--- src/rtl/dio48_pkg.sv ---
package dio48_pkg;
    parameter int PORT_W        = 8;
    parameter int PORTS_PER_GRP = 3;
    parameter int NUM_GRP       = 2;
    parameter int ADDR_W        = 4;
    parameter int IRQ_BIT       = 3;
    parameter int MODE_BIT      = 7;

    localparam int GRP_LINES = PORT_W * PORTS_PER_GRP;
    localparam int NUM_LINES = GRP_LINES * NUM_GRP;
    localparam int IDX_W     = 2;
    localparam int GRP_W     = (NUM_GRP > 1) ? $clog2(NUM_GRP) : 1;
    localparam int GRP_SPAN  = 1 << IDX_W;
    localparam int CTL_IDX   = GRP_SPAN - 1;
    localparam int NIB_W     = PORT_W / 2;
    localparam logic [ADDR_W-1:0] IRQ_ARM_OFS = ADDR_W'(4'hB);
    localparam logic [ADDR_W-1:0] IRQ_CLR_OFS = ADDR_W'(4'hF);

    // Direction of one group, 1 = input
    typedef struct packed {
        logic a_in;
        logic b_in;
        logic chi_in;
        logic clo_in;
    } dir_t;

    typedef struct packed {
        logic             hit_grp;
        logic [GRP_W-1:0] grp;
        logic [IDX_W-1:0] idx;
        logic             irq_arm;
        logic             irq_clr;
    } sel_t;

    function automatic dir_t mode_decode(input logic [PORT_W-1:0] w);
        dir_t d;
        d.a_in   = w[4];
        d.b_in   = w[1];
        d.chi_in = w[3];
        d.clo_in = w[0];
        return d;
    endfunction

    function automatic logic [PORT_W-1:0] mode_encode(input dir_t d);
        logic [PORT_W-1:0] w;
        w           = '0;
        w[MODE_BIT] = 1'b1;
        w[4]        = d.a_in;
        w[3]        = d.chi_in;
        w[1]        = d.b_in;
        w[0]        = d.clo_in;
        return w;
    endfunction

    // Drive enable (1 = output) for port p of a group
    function automatic logic [PORT_W-1:0] port_oe(input dir_t d, input int p);
        logic [PORT_W-1:0] oe;
        case (p)
            0:       oe = {PORT_W{~d.a_in}};
            1:       oe = {PORT_W{~d.b_in}};
            default: oe = {{NIB_W{~d.chi_in}}, {NIB_W{~d.clo_in}}};
        endcase
        return oe;
    endfunction

    function automatic sel_t decode_addr(input logic [ADDR_W-1:0] a);
        sel_t s;
        s.hit_grp = (int'(a) < NUM_GRP * GRP_SPAN);
        s.grp     = a[IDX_W +: GRP_W];
        s.idx     = a[IDX_W-1:0];
        s.irq_arm = (a == IRQ_ARM_OFS);
        s.irq_clr = (a == IRQ_CLR_OFS);
        return s;
    endfunction
endpackage

--- src/rtl/dio48_sampler.sv ---
module dio48_sampler #(
    parameter int W = 48
) (
    input  logic         clk,
    input  logic         rst,
    input  logic [W-1:0] d,
    output logic [W-1:0] q
);
    always_ff @(posedge clk) begin
        if (rst) q <= '0;
        else     q <= d;
    end
endmodule

--- src/rtl/dio48_group.sv ---
module dio48_group
    import dio48_pkg::*;
(
    input  logic                 clk,
    input  logic                 rst,
    input  logic                 wr_en,
    input  logic [IDX_W-1:0]     idx,
    input  logic [PORT_W-1:0]    wdata,
    input  logic [GRP_LINES-1:0] pin_s,
    output logic [GRP_LINES-1:0] out_lines,
    output logic [GRP_LINES-1:0] oe_lines,
    output logic [PORT_W-1:0]    rd_data
);
    logic [PORTS_PER_GRP-1:0][PORT_W-1:0] lat_q;
    logic [PORTS_PER_GRP-1:0][PORT_W-1:0] oe_p;
    dir_t dir_q;

    always_ff @(posedge clk) begin
        if (rst) begin
            lat_q <= '0;
            dir_q <= '0;
        end else if (wr_en) begin
            if (int'(idx) == CTL_IDX) begin
                if (wdata[MODE_BIT]) dir_q <= mode_decode(wdata);
            end else begin
                for (int p = 0; p < PORTS_PER_GRP; p++)
                    if (int'(idx) == p) lat_q[p] <= wdata;
            end
        end
    end

    generate
        for (genvar p = 0; p < PORTS_PER_GRP; p++) begin : g_port
            assign oe_p[p]                     = port_oe(dir_q, p);
            assign out_lines[p*PORT_W +: PORT_W] = lat_q[p];
            assign oe_lines[p*PORT_W +: PORT_W]  = oe_p[p];
        end
    endgenerate

    always_comb begin
        rd_data = '0;
        if (int'(idx) == CTL_IDX) begin
            rd_data = mode_encode(dir_q);
        end else begin
            for (int p = 0; p < PORTS_PER_GRP; p++)
                if (int'(idx) == p)
                    rd_data = (pin_s[p*PORT_W +: PORT_W] & ~oe_p[p]) | (lat_q[p] & oe_p[p]);
        end
    end

    logic ctl_wr;
    assign ctl_wr = wr_en && (int'(idx) == CTL_IDX);

    p_ignore_r5: assert property (@(posedge clk) disable iff (rst)
        (ctl_wr && !wdata[MODE_BIT]) |=> $stable(oe_lines));

    p_port_a_dir_r3: assert property (@(posedge clk) disable iff (rst)
        (ctl_wr && wdata[MODE_BIT]) |=> (oe_lines[PORT_W-1:0] == {PORT_W{!$past(wdata[4])}}));

    p_nibble_r4: assert property (@(posedge clk) disable iff (rst)
        (ctl_wr && wdata[MODE_BIT]) |=>
            (oe_lines[2*PORT_W +: NIB_W] == {NIB_W{!$past(wdata[0])}}) &&
            (oe_lines[2*PORT_W+NIB_W +: NIB_W] == {NIB_W{!$past(wdata[3])}}));

    p_latch_hold_r6: assert property (@(posedge clk) disable iff (rst)
        ctl_wr |=> $stable(out_lines));
endmodule

--- src/rtl/dio48_irq.sv ---
module dio48_irq #(
    parameter int NSRC = 2
) (
    input  logic            clk,
    input  logic            rst,
    input  logic [NSRC-1:0] src,
    input  logic            arm,
    input  logic            disarm,
    input  logic            clear,
    output logic            irq_req
);
    logic [NSRC-1:0] prev_q;
    logic [NSRC-1:0] pend_q;
    logic [NSRC-1:0] rise;
    logic            en_q;

    assign rise = src & ~prev_q;

    always_ff @(posedge clk) begin
        if (rst) begin
            prev_q <= '0;
            pend_q <= '0;
            en_q   <= 1'b0;
        end else begin
            prev_q <= src;
            if (disarm)   en_q <= 1'b0;
            else if (arm) en_q <= 1'b1;
            if (disarm || clear) pend_q <= '0;
            else if (en_q)       pend_q <= pend_q | rise;
        end
    end

    assign irq_req = en_q & (|pend_q);

    p_edge_capture_r8: assert property (@(posedge clk) disable iff (rst)
        (en_q && !disarm && !clear && (|rise)) |=> irq_req);

    p_arm_r9: assert property (@(posedge clk) disable iff (rst)
        (arm && !disarm) |=> en_q);

    p_disarm_r9: assert property (@(posedge clk) disable iff (rst)
        disarm |=> !irq_req);

    p_clear_r10: assert property (@(posedge clk) disable iff (rst)
        clear |=> !irq_req);

    p_no_capture_r11: assert property (@(posedge clk) disable iff (rst)
        !en_q |=> !irq_req);
endmodule

--- src/rtl/dio48_ctrl.sv ---
module dio48_ctrl
    import dio48_pkg::*;
(
    input  logic                 clk,
    input  logic                 rst,
    input  logic [ADDR_W-1:0]    bus_addr,
    input  logic [PORT_W-1:0]    bus_wdata,
    input  logic                 bus_wr,
    input  logic                 bus_rd,
    output logic [PORT_W-1:0]    bus_rdata,
    input  logic [NUM_LINES-1:0] pins_in,
    output logic [NUM_LINES-1:0] pins_out,
    output logic [NUM_LINES-1:0] pins_oe,
    output logic                 irq_req
);
    sel_t sel;
    assign sel = decode_addr(bus_addr);

    logic [NUM_LINES-1:0] pins_s;
    dio48_sampler #(.W(NUM_LINES)) u_sample (
        .clk(clk), .rst(rst), .d(pins_in), .q(pins_s)
    );

    logic [NUM_GRP-1:0][PORT_W-1:0] grp_rd;
    logic [NUM_GRP-1:0]             irq_src;

    generate
        for (genvar g = 0; g < NUM_GRP; g++) begin : g_grp
            logic gwr;
            assign gwr = bus_wr && sel.hit_grp && (int'(sel.grp) == g);
            dio48_group u_grp (
                .clk(clk), .rst(rst), .wr_en(gwr), .idx(sel.idx), .wdata(bus_wdata),
                .pin_s(pins_s[g*GRP_LINES +: GRP_LINES]),
                .out_lines(pins_out[g*GRP_LINES +: GRP_LINES]),
                .oe_lines(pins_oe[g*GRP_LINES +: GRP_LINES]),
                .rd_data(grp_rd[g])
            );
            assign irq_src[g] = pins_s[g*GRP_LINES + 2*PORT_W + IRQ_BIT];
        end
    endgenerate

    always_comb begin
        bus_rdata = '0;
        if (sel.hit_grp) bus_rdata = grp_rd[sel.grp];
    end

    dio48_irq #(.NSRC(NUM_GRP)) u_irq (
        .clk(clk), .rst(rst), .src(irq_src),
        .arm(bus_wr && sel.irq_arm),
        .disarm(bus_rd && sel.irq_arm),
        .clear(bus_wr && sel.irq_clr),
        .irq_req(irq_req)
    );

    p_unmapped_write_r1: assert property (@(posedge clk) disable iff (rst)
        (bus_wr && !sel.hit_grp) |=> ($stable(pins_out) && $stable(pins_oe)));
endmodule

--- config.mk ---
export PLATFORM = sky130hd
export DESIGN_NAME = dio48_ctrl
export DESIGN_NICKNAME = d
export VERILOG_FILES = /design/src/rtl/dio48_pkg.sv /design/src/rtl/dio48_sampler.sv /design/src/rtl/dio48_group.sv /design/src/rtl/dio48_irq.sv /design/src/rtl/dio48_ctrl.sv
export SDC_FILE = /design/constraint.sdc
export NUM_CORES = 1
export LEC_CHECK = 0
export BUFFER_PORTS_ARGS = -buffer_cell sky130_fd_sc_hd__clkbuf_2
export CORE_MARGIN = 8
export CORE_UTILIZATION = 40
export CTS_CLUSTER_DIAMETER = 150
export DETAILED_ROUTE_END_ITERATION = 7
export HOLD_SLACK_MARGIN = 0.05
export MAX_ROUTING_LAYER = met4
export PLACE_DENSITY = 0.67
export SYNTH_ARGS = -nofsm -noshare
export SYNTH_HDL_FRONTEND = slang
export SYNTH_HIERARCHICAL = 1
export SYNTH_SLANG_ARGS = --single-unit
--- constraint.sdc ---
create_clock -name clk -period 2 [get_ports clk]
set_input_delay 0.4 -clock clk [delete_from_list [all_inputs] [get_ports clk]]
set_output_delay 0.4 -clock clk [all_outputs]
set_load 0.01 [all_outputs]
-- After elaboration in Yosys (flattened, before gate mapping)
Index checks and enable logic that the tools add are counted.
- input port bits: 64
- flip-flop bits (word level): 109
- word-level logic and storage cells: 93
- order comparisons: 2
- mux-type cells: 11
- reductions and logical operators: 19
- equal/unequal tests: 5
- bitwise operators: 38
- operators by type and width (cell ; number):
    8-bit AND ; 12
    8-bit two-way mux ; 11
    8-bit inverter ; 6
    8-bit bitwise OR ; 6
    3-bit AND reduction ; 8
    1-bit inverter ; 10
    4-bit == test (second input constant) ; 2
    1-bit logical AND ; 6
    2-bit OR reduction ; 3
    2-bit == test (second input constant) ; 2
    4-bit < comparator (second input constant) ; 1
    2-bit AND ; 1
    2-bit by 1-bit == test with 1-bit output (second input constant) ; 1
    2-bit logical NOT ; 1
    1-bit by 2-bit < comparator with 1-bit output (second input constant) ; 1
    2-bit inverter ; 1
    2-bit bitwise OR ; 1
    1-bit AND ; 1
    1-bit logical OR ; 1

-- Depth between registers and ports, before layout
Gate-level depths: netlist (run 1).
- depth in word-level cells: 11
- depth in mapped cells: 7
- mapped depth without buffers: 5

-- By module
The synthesis (run 1) kept the hierarchy.
- by module, submodules not included (module ; times used ; sequential area each (sq um) ; area each (sq um) ; cells each):
    dio48_group ; 2 ; 560.5 ; 1624.1 ; 176
    dio48_sampler ; 1 ; 960.9 ; 1305.0 ; 101
    dio48_ctrl ; 1 ; 0.0 ; 173.9 ; 26
    dio48_irq ; 1 ; 100.1 ; 171.4 ; 15

-- Worst setup path after synthesis (run 1)
Ideal clock, no wire load.
- kind: input -> output
- from: in bus_addr[1]
- to: out bus_rdata[2]
- arrival time: 1266 ps
- required time: 1600 ps
- stages on the path: 6
- slack: 334 ps
- cell sequence: buf_4 nand2b_1 o22a_1 o21ai_1 mux2i_1 nor2_1
- RTL lines (item ; RTL line ; source):
    start: declaration ; dio48_ctrl.sv:6 ; input logic [ADDR_W-1:0] bus_addr,
    end: declaration ; dio48_ctrl.sv:10 ; output logic [PORT_W-1:0] bus_rdata,

==> results by group, run 1 <==
Timing
  – Final Hold Vio Count: 0
  – Slew headroom: 0.668
  – Setup TNS: -699 ps
  – Slew @ Worst Pin: 499 ps
  – Fin crit share: 1.06
  – RSZ-0062 raised after global routing: true
  – Final min period: 2130 ps
  – Highest Clock Rate: 470 MHz
  – Final WS setup: -128 ps
  – Setup violations, final: 8
  – Slew Viols, Final: 0
  – Hold WS: 265 ps
  – Clock skew: 5.33 ps

Clocking
  – H-tree levels: 3
  – Clk root buf: clkbuf_16
  – TritonCTS Buffers: 9
  – CTS Buffer Depth: 2
  – Hold buffers post-CTS: 0
  – Worst-skew pair later-pin latency: 350 ps
  – CTS tree: yes
  – Worst-path clk slew: 70 ps
  – Clock net sink count: 109

Synth
  – Synth Area per Inst: 9.92 um^2
  – Syn_nets: 558
  – Post-synth top cells: 109 x dfxtp_1, 92 x mux2i_1, 68 x nor2_1
  – Yosys top cell by area: dfxtp_1
  – Synth cell types: 29
  – Seq/Total Area, Yosys: 0.445
  – Ys Warns: 6
  – Number of synthesized register bits: 109
  – Count leader, synth: dfxtp_1
  – Largest cells by area after synthesis: dfxtp_1 45%, mux2i_1 19%, buf_4 7.0%
  – Post-synth top area share: 0.445
  – Post-synth EDFFs: 0
  – FFs w/ async S/R, synth: 0
  – Top FF cell, synth: dfxtp_1
  – Post-synthesis cell count: 494
  – Syn Std Cell Area: 4900 um^2

Floorplan
  – Row cnt: 40
  – Initial Util: 0.410
  – Die width: 127 um
  – Die area: 16000 um^2
  – IO Pins: 169
  – Core ar.: 12000 um^2
  – Die Ht: 127 um

Drt
  – ANT nets after route: 0
  – Vias per cell: 4.94
  – WL final: 14200 um
  – Via count: 3871
  – 1st-pass router iterations: 4
  – # DRC: 0
  – WL/cell: 18.1 um
  – DR iter-0 viols: 255

Placed design
  – Final GP Congestion: 0.876
  – Post-detail-place hpwl: 10800 um
  – Area post-placement: 5660 um^2
  – # port buffers: 168

Worst setup path
  – Critical Path RT: 1600 ps
  – Setup Crit Path Kind: reg2out
  – Crit path max fanout: 7
  – WP data arrival: 1730 ps
  – Crit path launch type: flop
  – CP endpoint kind: primary output

Layout
  – Fillcell total: 1087
  – Fin area: 6110 um^2
  – Nets: 696
  – Antenna cell count: 0
  – Share of cells above drive strength 1: 0.399
  – Syn-to-layout area delta: 24.8%

Hold path
  – Type of the worst min-delay path: in2reg

Pwr
  – Leak pwr: 2.88 nW
  – Pwr Density: 719 nW/um^2
  – Max IR drop VDD: 0.000357 V
  – Pwr Total: 4.40 mW

Global route
  – Grt ovf: 0
  – Largest net degree at the start of global routing: 109
  – Initial antenna violation count: 0
  – Global-route wire length before repair: 21800 um
  – GR Util All Layers: 0.177
  – Vias in the first global route: 3996

Run
  – Max cap viols: 0

Run status
  – Status: finished with violations
  – Failing checks: negative setup slack
[report_power, final]
group	internal, mW	switching, mW
registers	2.23	0.0330
clock network	0.964	0.784
logic	0.176	0.207
[worst paths after layout]
check / from / to / slack (ps) / depth (start not counted)
worst min-delay path: pins_in[28] / u_sample/q[28] / 260 / 2
worst min register to register: u_irq/pend_q[1] / u_irq/pend_q[1] / 470 / 1
worst max register to register: g_grp[0].u_grp/dir_q[2] / g_grp[0].u_grp/dir_q[2] / 1130 / 3
worst max-delay path: g_grp[1].u_grp/dir_q[3] / bus_rdata[1] / -130 / 7
[cells in the final DEF (no fill, tap or decap), drive strengths merged]
cell type,Yosys,routed
clkbuf,10,174
nor2b,54,54
nand3b,4,4
nand3,4,4
clkinvlp,0,2
nor3,2,2
o21ai,18,18
a211oi,4,4
and3b,2,2
o21a,3,3
nor2,68,68
o22a,10,10
nand2b,4,4
nand4,4,4
bufinv,0,1
clkinv,0,2
inv,13,14
mux2,12,12
mux2i,92,92
a31oi,6,6
dfxtp,109,109
o22ai,6,6
nor3b,4,4
or2,2,2
buf,63,35
[logic make-up after synthesis]
| family | Yosys count | share of synthesized area |
|---|---|---|
| buffers and inverters | 86 | 0.117 |
| AND/OR/NAND/NOR | 148 | 0.160 |
| multiplexers | 104 | 0.216 |
| flip-flops | 109 | 0.445 |
| AO/OA/AOI/OAI | 47 | 0.0623 |
[area by class of cell]
cell class                      instances  area (um^2)  area share
Multi-Input combinational cell        299         2270       0.371
Sequential cell                       109         2200       0.359
Timing Repair Buffer                  200         1130       0.184
Clock buffer                            9          225      0.0368
Tap cell                              147          184      0.0301
Clock inverter                          6         63.8      0.0104
Inverter                               13         48.8     0.00798
[layer usage]
layer,part of all wire,GRT usage,up-vias
li1,-,-,1893
met4,0.024,0.0805,0
met3,0.058,0.0381,22
met5,0,-,-
met1,0.44,0.211,1830
met2,0.47,0.284,126
[sequential cells by signal (all words and copies together), names as in the netlist]
register / flops
u_sample/q: 48
g_grp.u_grp/out_lines: 48
u_irq/pend_q: 2
u_irq/en_q: 1
u_irq/prev_q: 2
g_grp.u_grp/dir_q: 8
[worst max-delay path: stages (launching register included)]
cell	delay (ps)
dfxtp_2	360
buf_12	150
mux2_4	310
o22ai_2	150
a31oi_1	50
mux2i_1	160
nor2_1	70
clkbuf_2	130
[stage by stage]
step | setup slack (ps) | util | std cells
finish | -128 | 0.511 | 783
global route | -198 | 0.511 | 783
CTS | -122 | 0.508 | 784
detailed placement | -109 | 0.473 | 767
global placement | -69.3 | 0.473 | 767
floorplan | 334 | - | 494
[timing repair]
item,in CTS,in global routing
resized for setup,33,15
setup endpoints to repair,8,8
setup buffers,2,0
pin swaps,2,7
No activity file was read; power rests on OpenSTA's default activity.
==> run 2, diff against run 1 <==
PLACE_DENSITY = 0.77   (was 0.67)
==> run 2 against run 1 <==
Effect of this change:
- the run still ends with negative setup slack left
- cell count increased by 0.38%
- sequential power about the same
- non-clock buffer count grew 2
- cell area up 0.23%
- wire length is 0.75% lower
- first-iteration DRC count decreased by 6.3%
- global-route usage is 0.12 points lower
- critical endpoint is now bus_rdata[0]
- largest power group unchanged
- highest routed layer unchanged
==> results by group, run 2 (synthesized netlist as in run 1, its figures left out) <==
Global route
  – Vias in the first global route: 4033 (+0.93%)
  – Global-route wire length before repair: 21700 um (-0.57%)
  – GR Util All Layers: 0.176 (-0.00125)
  – Grt ovf: 0 (unchanged)
  – Initial antenna violation count: 0 (unchanged)
  – Largest net degree at the start of global routing: 54 (-50%)

Pwr
  – Seq pwr share: 0.508 (-0.007)
  – Max IR drop VDD: 0.000534 V (+50%)
  – Leak pwr: 2.89 nW (+0.14%)
  – Pwr Density: 729 nW/um^2 (+1.3%)
  – Pwr Total: 4.46 mW (+1.5%)
  – Switching share of total power: 0.228 (-0.00504)
  – Int Pwr: 3.45 mW (+2.2%)
  – P_sw: 1.02 mW (-0.67%)
  – Clock share of power: 0.407 (+0.010)
  – Comb pwr share: 0.085 (-0.002)

Drt
  – ANT nets after route: 0 (unchanged)
  – DR iter-0 viols: 239 (-6.3%)
  – WL/cell: 17.9 um (-1.1%)
  – Via count: 3896 (+0.65%)
  – # DRC: 0 (unchanged)
  – Vias per cell: 4.96 (+0.26%)
  – WL final: 14100 um (-0.75%)
  – 1st-pass router iterations: 4 (unchanged)

Worst setup path
  – CP cell instances: mux2_4 > o22ai_2 > a31oi_1 > mux2i_1 > nor2_1 > clkbuf_2
  – Slowest stage delay, CP: 440 ps (+80 ps)
  – Setup Crit Path Kind: reg2out
  – Reg-to-reg endpoint: g_grp[1].u_grp/dir_q[3]
  – Crit path launch type: flop
  – WP buf/inv: 1 (-1)
  – Worst reg-to-reg path cell count: 3 (unchanged)
  – WP data arrival: 1740 ps (about the same)
  – Flop-to-flop setup slack: 1170 ps (+40 ps)
  – CP endpoint kind: primary output
  – CP top delay family: multiplexers
  – Reg-to-Reg Start: g_grp[1].u_grp/dir_q[3]
  – Crit path max-delay cell type: dfxtp_4
  – Critical Path RT: 1600 ps (about the same)
  – Crit path max fanout: 8 (+1)

Layout
  – Share of cells above drive strength 1: 0.404 (+0.00438)
  – Final std cells w/o fill: 786 (+0.38%)
  – Antenna cell count: 0 (unchanged)
  – Syn-to-layout area delta: 25.1%
  – Nets: 698 (+0.29%)
  – Core Util, Final: 0.512 (+0.00115)
  – Commonest non-fill, non-tap cells in the layout: 165 x clkbuf_2, 103 x dfxtp_1, 84 x mux2i_1
  – Most common cell after layout, fill and taps aside: clkbuf_2
  – Fillcell total: 1105 (+1.7%)

Timing
  – Slew @ Worst Pin: 341 ps (-158 ps)
  – Slew headroom: 0.773 (+0.105)
  – Setup violations, final: 8 (unchanged)
  – Final min period: 2140 ps (+8.21 ps)
  – Final Hold Vio Count: 0 (unchanged)
  – Fin crit share: 1.07 (+0.00410)
  – Clock skew: 6.65 ps (+1.32 ps)
  – Setup TNS: -750 ps (-50.8 ps)
  – Slew Viols, Final: 0 (unchanged)
  – RSZ-0062 raised after global routing: true
  – Highest Clock Rate: 468 MHz (-0.38%)
  – Final WS setup: -136 ps (-8.21 ps)

Hold path
  – Hold EP: u_sample/q[24]
  – Hold_sp: pins_in[24]
  – Type of the worst min-delay path: in2reg
  – Worst hold stages: 2 (unchanged)

Clocking
  – CTS tree: yes
  – TritonCTS Buffers: 9 (unchanged)
  – Worst-path clk slew: 70 ps (about the same)
  – CTS Buffer Depth: 2 (unchanged)
  – Worst-skew pair later-pin latency: 350 ps (about the same)
  – Hold buffers post-CTS: 0 (unchanged)
  – Clk root buf: clkbuf_16
  – H-tree levels: 3 (unchanged)
  – Clock net sink count: 109 (unchanged)

Floorplan
  – Die area: 16000 um^2 (unchanged)
  – Die Ht: 127 um (unchanged)
  – Initial Util: 0.410 (unchanged)
  – IO Pins: 169 (unchanged)
  – Die width: 127 um (unchanged)
  – Row cnt: 40 (unchanged)
  – Core ar.: 12000 um^2 (unchanged)

Placed design
  – Post-Place Cells: 768 (+0.13%)
  – Final GP Congestion: 0.900 (+2.8%)
  – Post-detail-place hpwl: 10900 um (+1.0%)
  – # port buffers: 168 (unchanged)
  – Setup WS pre-CTS: -112 ps (-2.84 ps)

Run status
  – Failing checks: negative setup slack
  – Status: finished with violations

Run
  – Max cap viols: 0 (unchanged)
run 2: changes by cell type in the layout (fill, tap and decap cells not counted), moves of 2 or more:
cell      before  now
buf_4         26   29
mux2_2         5    8
mux2_4         7    4
nand2b_4       3    0
clkbuf_8       0    2
nand2b_2       0    2
run 2: final cells by class:
type / instances / area (um^2) / area share
repair buffers: 202 / 1140 / 0.186
clock inverters: 5 / 58.8 / 0.00960
flip-flops and latches: 109 / 2200 / 0.359
multi-input cells: 299 / 2240 / 0.366
clock buffers: 11 / 253 / 0.0413
inverters: 13 / 48.8 / 0.00797
well taps: 147 / 184 / 0.0300
run 2: worst max-delay path by stage:
stage                                  startpoint            to  cells past startpoint
after global placement                bus_addr[1]  bus_rdata[4]                      7
after detailed placement              bus_addr[1]  bus_rdata[1]                      7
after global routing      g_grp[1].u_grp/dir_q[3]  bus_rdata[0]                      6
final                     g_grp[1].u_grp/dir_q[3]  bus_rdata[0]                      6
after floorplan                       bus_addr[1]  bus_rdata[2]                      6
after CTS                 g_grp[1].u_grp/dir_q[3]  bus_rdata[0]                      6
run 2: layer usage:
layer  wire [um]  up-vias  track usage  share of wire
met3         874       12       0.0448          0.062
li1            -     1897            -              -
met4         150        0       0.0511          0.011
met1        6270     1861        0.212           0.45
met5           0        -            -              0
met2        6770      126        0.286           0.48
run 2: stage by stage:
step	area, um^2	hold WS (ps)
after detailed placement	5670	476
after global routing	6130	262
after CTS	6070	256
final	6130	265
after floorplan	4900	441
after global placement	5670	449
run 2: what timing repair did:
item | 4_1_cts | 5_1_grt
gates resized for setup | 28 | 15
endpoints found under the setup margin | 8 | 8
buffers inserted | 3 | 0
pin swaps | 4 | 4
run 2: power groups by stage:
stage               clock network, mW  logic, mW  registers [mW]
detailed placement                  0      0.368            2.32
CTS                              1.86      0.375            2.26
finish                           1.82      0.381            2.27
global route                     1.94      0.415            2.27
floorplan                           0      0.204            2.31
global placement                    0      0.361            2.31
run 2: worst reg2reg max path, stage by stage, from the launching register on:
cell     delay [ps]
dfxtp_4         400
buf_4           150
mux2i_1         130
nor2_1           50
==> run 3, diff against run 2 <==
CORE_ASPECT_RATIO = 1.5   (was unset)
REMOVE_ABC_BUFFERS = 1   (was unset)
==> run 3 against run 2 <==
Effect of this change:
- maximum frequency is 1.3% higher
- largest power group unchanged
- critical endpoint unchanged
- critical path type unchanged
- sequential share of layout area hardly changed
- total power is 1.6% lower
- die area is 0.46% higher
- the run still ends with negative setup slack left
- highest routed layer unchanged
- non-clock buffer count is 6 higher
- cell count is 1.5% higher
==> results by group, run 3 (synthesized netlist as in run 1, its figures left out) <==
Run status
  – Status: finished with violations
  – Failing checks: negative setup slack

Worst setup path
  – CP cell instances: mux2_4 > o22ai_2 > a31oi_1 > mux2i_1 > nor2_1 > buf_2
  – CP endpoint kind: primary output
  – Crit path launch type: flop
  – Flop-to-flop setup slack: 1060 ps (-110 ps)
  – Reg-to-reg endpoint: g_grp[0].u_grp/dir_q[2]
  – Reg-to-Reg Start: g_grp[0].u_grp/dir_q[2]
  – Crit path max-delay cell type: dfxtp_4
  – WP data arrival: 1710 ps (-30 ps)
  – Slowest stage delay, CP: 410 ps (-30 ps)
  – Setup Crit Path Kind: reg2out
  – Critical Path RT: 1600 ps (about the same)
  – Worst reg-to-reg path cell count: 4 (+1)
  – Crit path max fanout: 6 (-2)

Layout
  – Antenna cell count: 0 (unchanged)
  – Syn-to-layout area delta: 25.3%
  – Most common cell after layout, fill and taps aside: clkbuf_2
  – Commonest non-fill, non-tap cells in the layout: 162 x clkbuf_2, 102 x dfxtp_1, 86 x mux2i_1
  – Share of cells above drive strength 1: 0.402 (-0.00221)
  – Core Util, Final: 0.513 (+0.00121)
  – Nets: 704 (+0.86%)

Global route
  – Met1 usage: 0.174 (-0.0385)
  – GR Util All Layers: 0.178 (+0.00189)
  – Met3 usage: 0.0390 (-0.00588)
  – Global routing usage on met2: 0.324 (+0.0374)
  – GRT busiest layer: met2
  – Global-route wire length before repair: 21800 um (+0.73%)
  – Vias in the first global route: 4161 (+3.2%)
  – Grt ovf: 0 (unchanged)
  – Initial antenna violation count: 0 (unchanged)
  – Largest net degree at the start of global routing: 45 (-17%)

Drt
  – DR iter-0 viols: 175 (-27%)
  – Via count: 3889 (-0.18%)
  – Vias per cell: 4.87 (-1.7%)
  – WL final: 14100 um (+0.50%)
  – WL/cell: 17.7 um (-1.0%)
  – 1st-pass router iterations: 4 (unchanged)
  – ANT nets after route: 0 (unchanged)
  – # DRC: 0 (unchanged)

Clocking
  – Worst-skew pair later-pin latency: 340 ps (about the same)
  – Worst-path clk slew: 70 ps (about the same)
  – TritonCTS Buffers: 9 (unchanged)
  – H-tree levels: 3 (unchanged)
  – CTS Buffer Depth: 2 (unchanged)
  – Clk root buf: clkbuf_16
  – Hold buffers post-CTS: 0 (unchanged)
  – CTS tree: yes
  – Clock net sink count: 109 (unchanged)

Timing
  – RSZ-0062 raised after global routing: true
  – Final WS setup: -109 ps (+26.9 ps)
  – Clock skew: 3.54 ps (-3.11 ps)
  – Final min period: 2110 ps (-26.9 ps)
  – Final Hold Vio Count: 0 (unchanged)
  – Highest Clock Rate: 474 MHz (+1.3%)
  – Fin crit share: 1.05 (-0.0134)
  – Slew headroom: 0.721 (-0.0512)
  – Slew @ Worst Pin: 418 ps (+76.9 ps)
  – Slew Viols, Final: 0 (unchanged)
  – Setup violations, final: 8 (unchanged)

Floorplan
  – Die Ht: 152 um (+20%)
  – Initial Util: 0.410 (about the same)
  – Die area: 16100 um^2 (+0.46%)
  – Die width: 106 um (-16%)
  – IO Pins: 169 (unchanged)
  – Row cnt: 49 (+23%)
  – Core ar.: 12000 um^2 (about the same)

Hold path
  – Worst hold stages: 2 (unchanged)
  – Type of the worst min-delay path: in2reg
  – Hold_sp: pins_in[5]
  – Hold EP: u_sample/q[5]

Placed design
  – # port buffers: 168 (unchanged)
  – Final GP Congestion: 0.907 (+0.69%)
  – Post-detail-place hpwl: 11300 um (+2.9%)

Run
  – Max cap viols: 0 (unchanged)

Pwr
  – Pwr Density: 716 nW/um^2 (-1.8%)
  – Leak pwr: 2.90 nW (+0.65%)
  – Max IR drop VDD: 0.000345 V (-36%)
  – Pwr Total: 4.39 mW (-1.6%)
==> run 3: cell count changes in the layout (fill, tap and decap cells not counted), moves of 3 or more <==
cell / before / now
buf_4: 29 / 34
buf_6: 4 / 7
clkbuf_2: 165 / 162
clkinv_2: 1 / 4
o21ai_0: 13 / 10
o21ai_1: 4 / 8
==> run 3: what timing repair did <==
action                     in CTS  in global routing
resized for setup              23                 22
setup buffers                   3                  1
pin swaps                       6                  9
setup endpoints to repair       8                  8
==> run 3: report_power, final <==
| part | switching, mW | total [mW] | internal (mW) |
|---|---|---|---|
| logic | 0.206 | 0.384 | 0.178 |
| clock network | 0.747 | 1.74 | 0.996 |
| registers | 0.0328 | 2.27 | 2.23 |
| total | 0.985 | 4.39 | 3.41 |
==> run 3: worst max-delay path by stage <==
stage | from | end | slack, ps | depth (start not counted)
2_1_floorplan | g_grp[1].u_grp/dir_q[2] | bus_rdata[1] | 100 | 5
5_1_grt | g_grp[0].u_grp/dir_q[3] | bus_rdata[4] | -140 | 7
6_report | g_grp[1].u_grp/dir_q[3] | bus_rdata[0] | -110 | 6
4_1_cts | g_grp[1].u_grp/dir_q[3] | bus_rdata[0] | -130 | 6
3_3_place_gp | bus_addr[0] | bus_rdata[3] | 3 | 8
3_5_place_dp | bus_addr[1] | bus_rdata[2] | -10 | 8
==> run 3: per-stage QoR <==
stage / std cells / hold slack (ps) / instance area, um^2 / setup WS [ps] / setup TNS (ps)
after floorplan: 421 / 441 / 4380 / 95.3 / 0
after global placement: 778 / 449 / 5690 / 2.57 / 0
after detailed placement: 778 / 460 / 5690 / -13.9 / -19.9
after CTS: 797 / 250 / 6070 / -131 / -653
after global routing: 798 / 258 / 6140 / -145 / -1030
final: 798 / 260 / 6140 / -109 / -504
==> run 3: worst max-delay path, delay by kind of cell (launching register included) <==
family | cells | cell delay [ps]
flops | 1 | 410
compound gates | 2 | 210
buf+inv | 1 | 140
simple gates | 1 | 60
mux | 2 | 560
==> run 3: area by class of cell <==
| cell class | instances | area, um^2 |
|---|---|---|
| clock buffer | 11 | 243 |
| clock inverter | 5 | 50.0 |
| fill | 1090 | 5820 |
| inverter | 13 | 48.8 |
| multi-input combinational | 299 | 2220 |
| sequential | 109 | 2200 |
| tap | 153 | 191 |
| timing repair buffer | 208 | 1180 |
==> run 3: metal layers <==
layer	up-vias	wire [um]
met5	-	0
met4	0	524
met3	32	706
met2	123	7690
met1	1830	5220
li1	1904	-
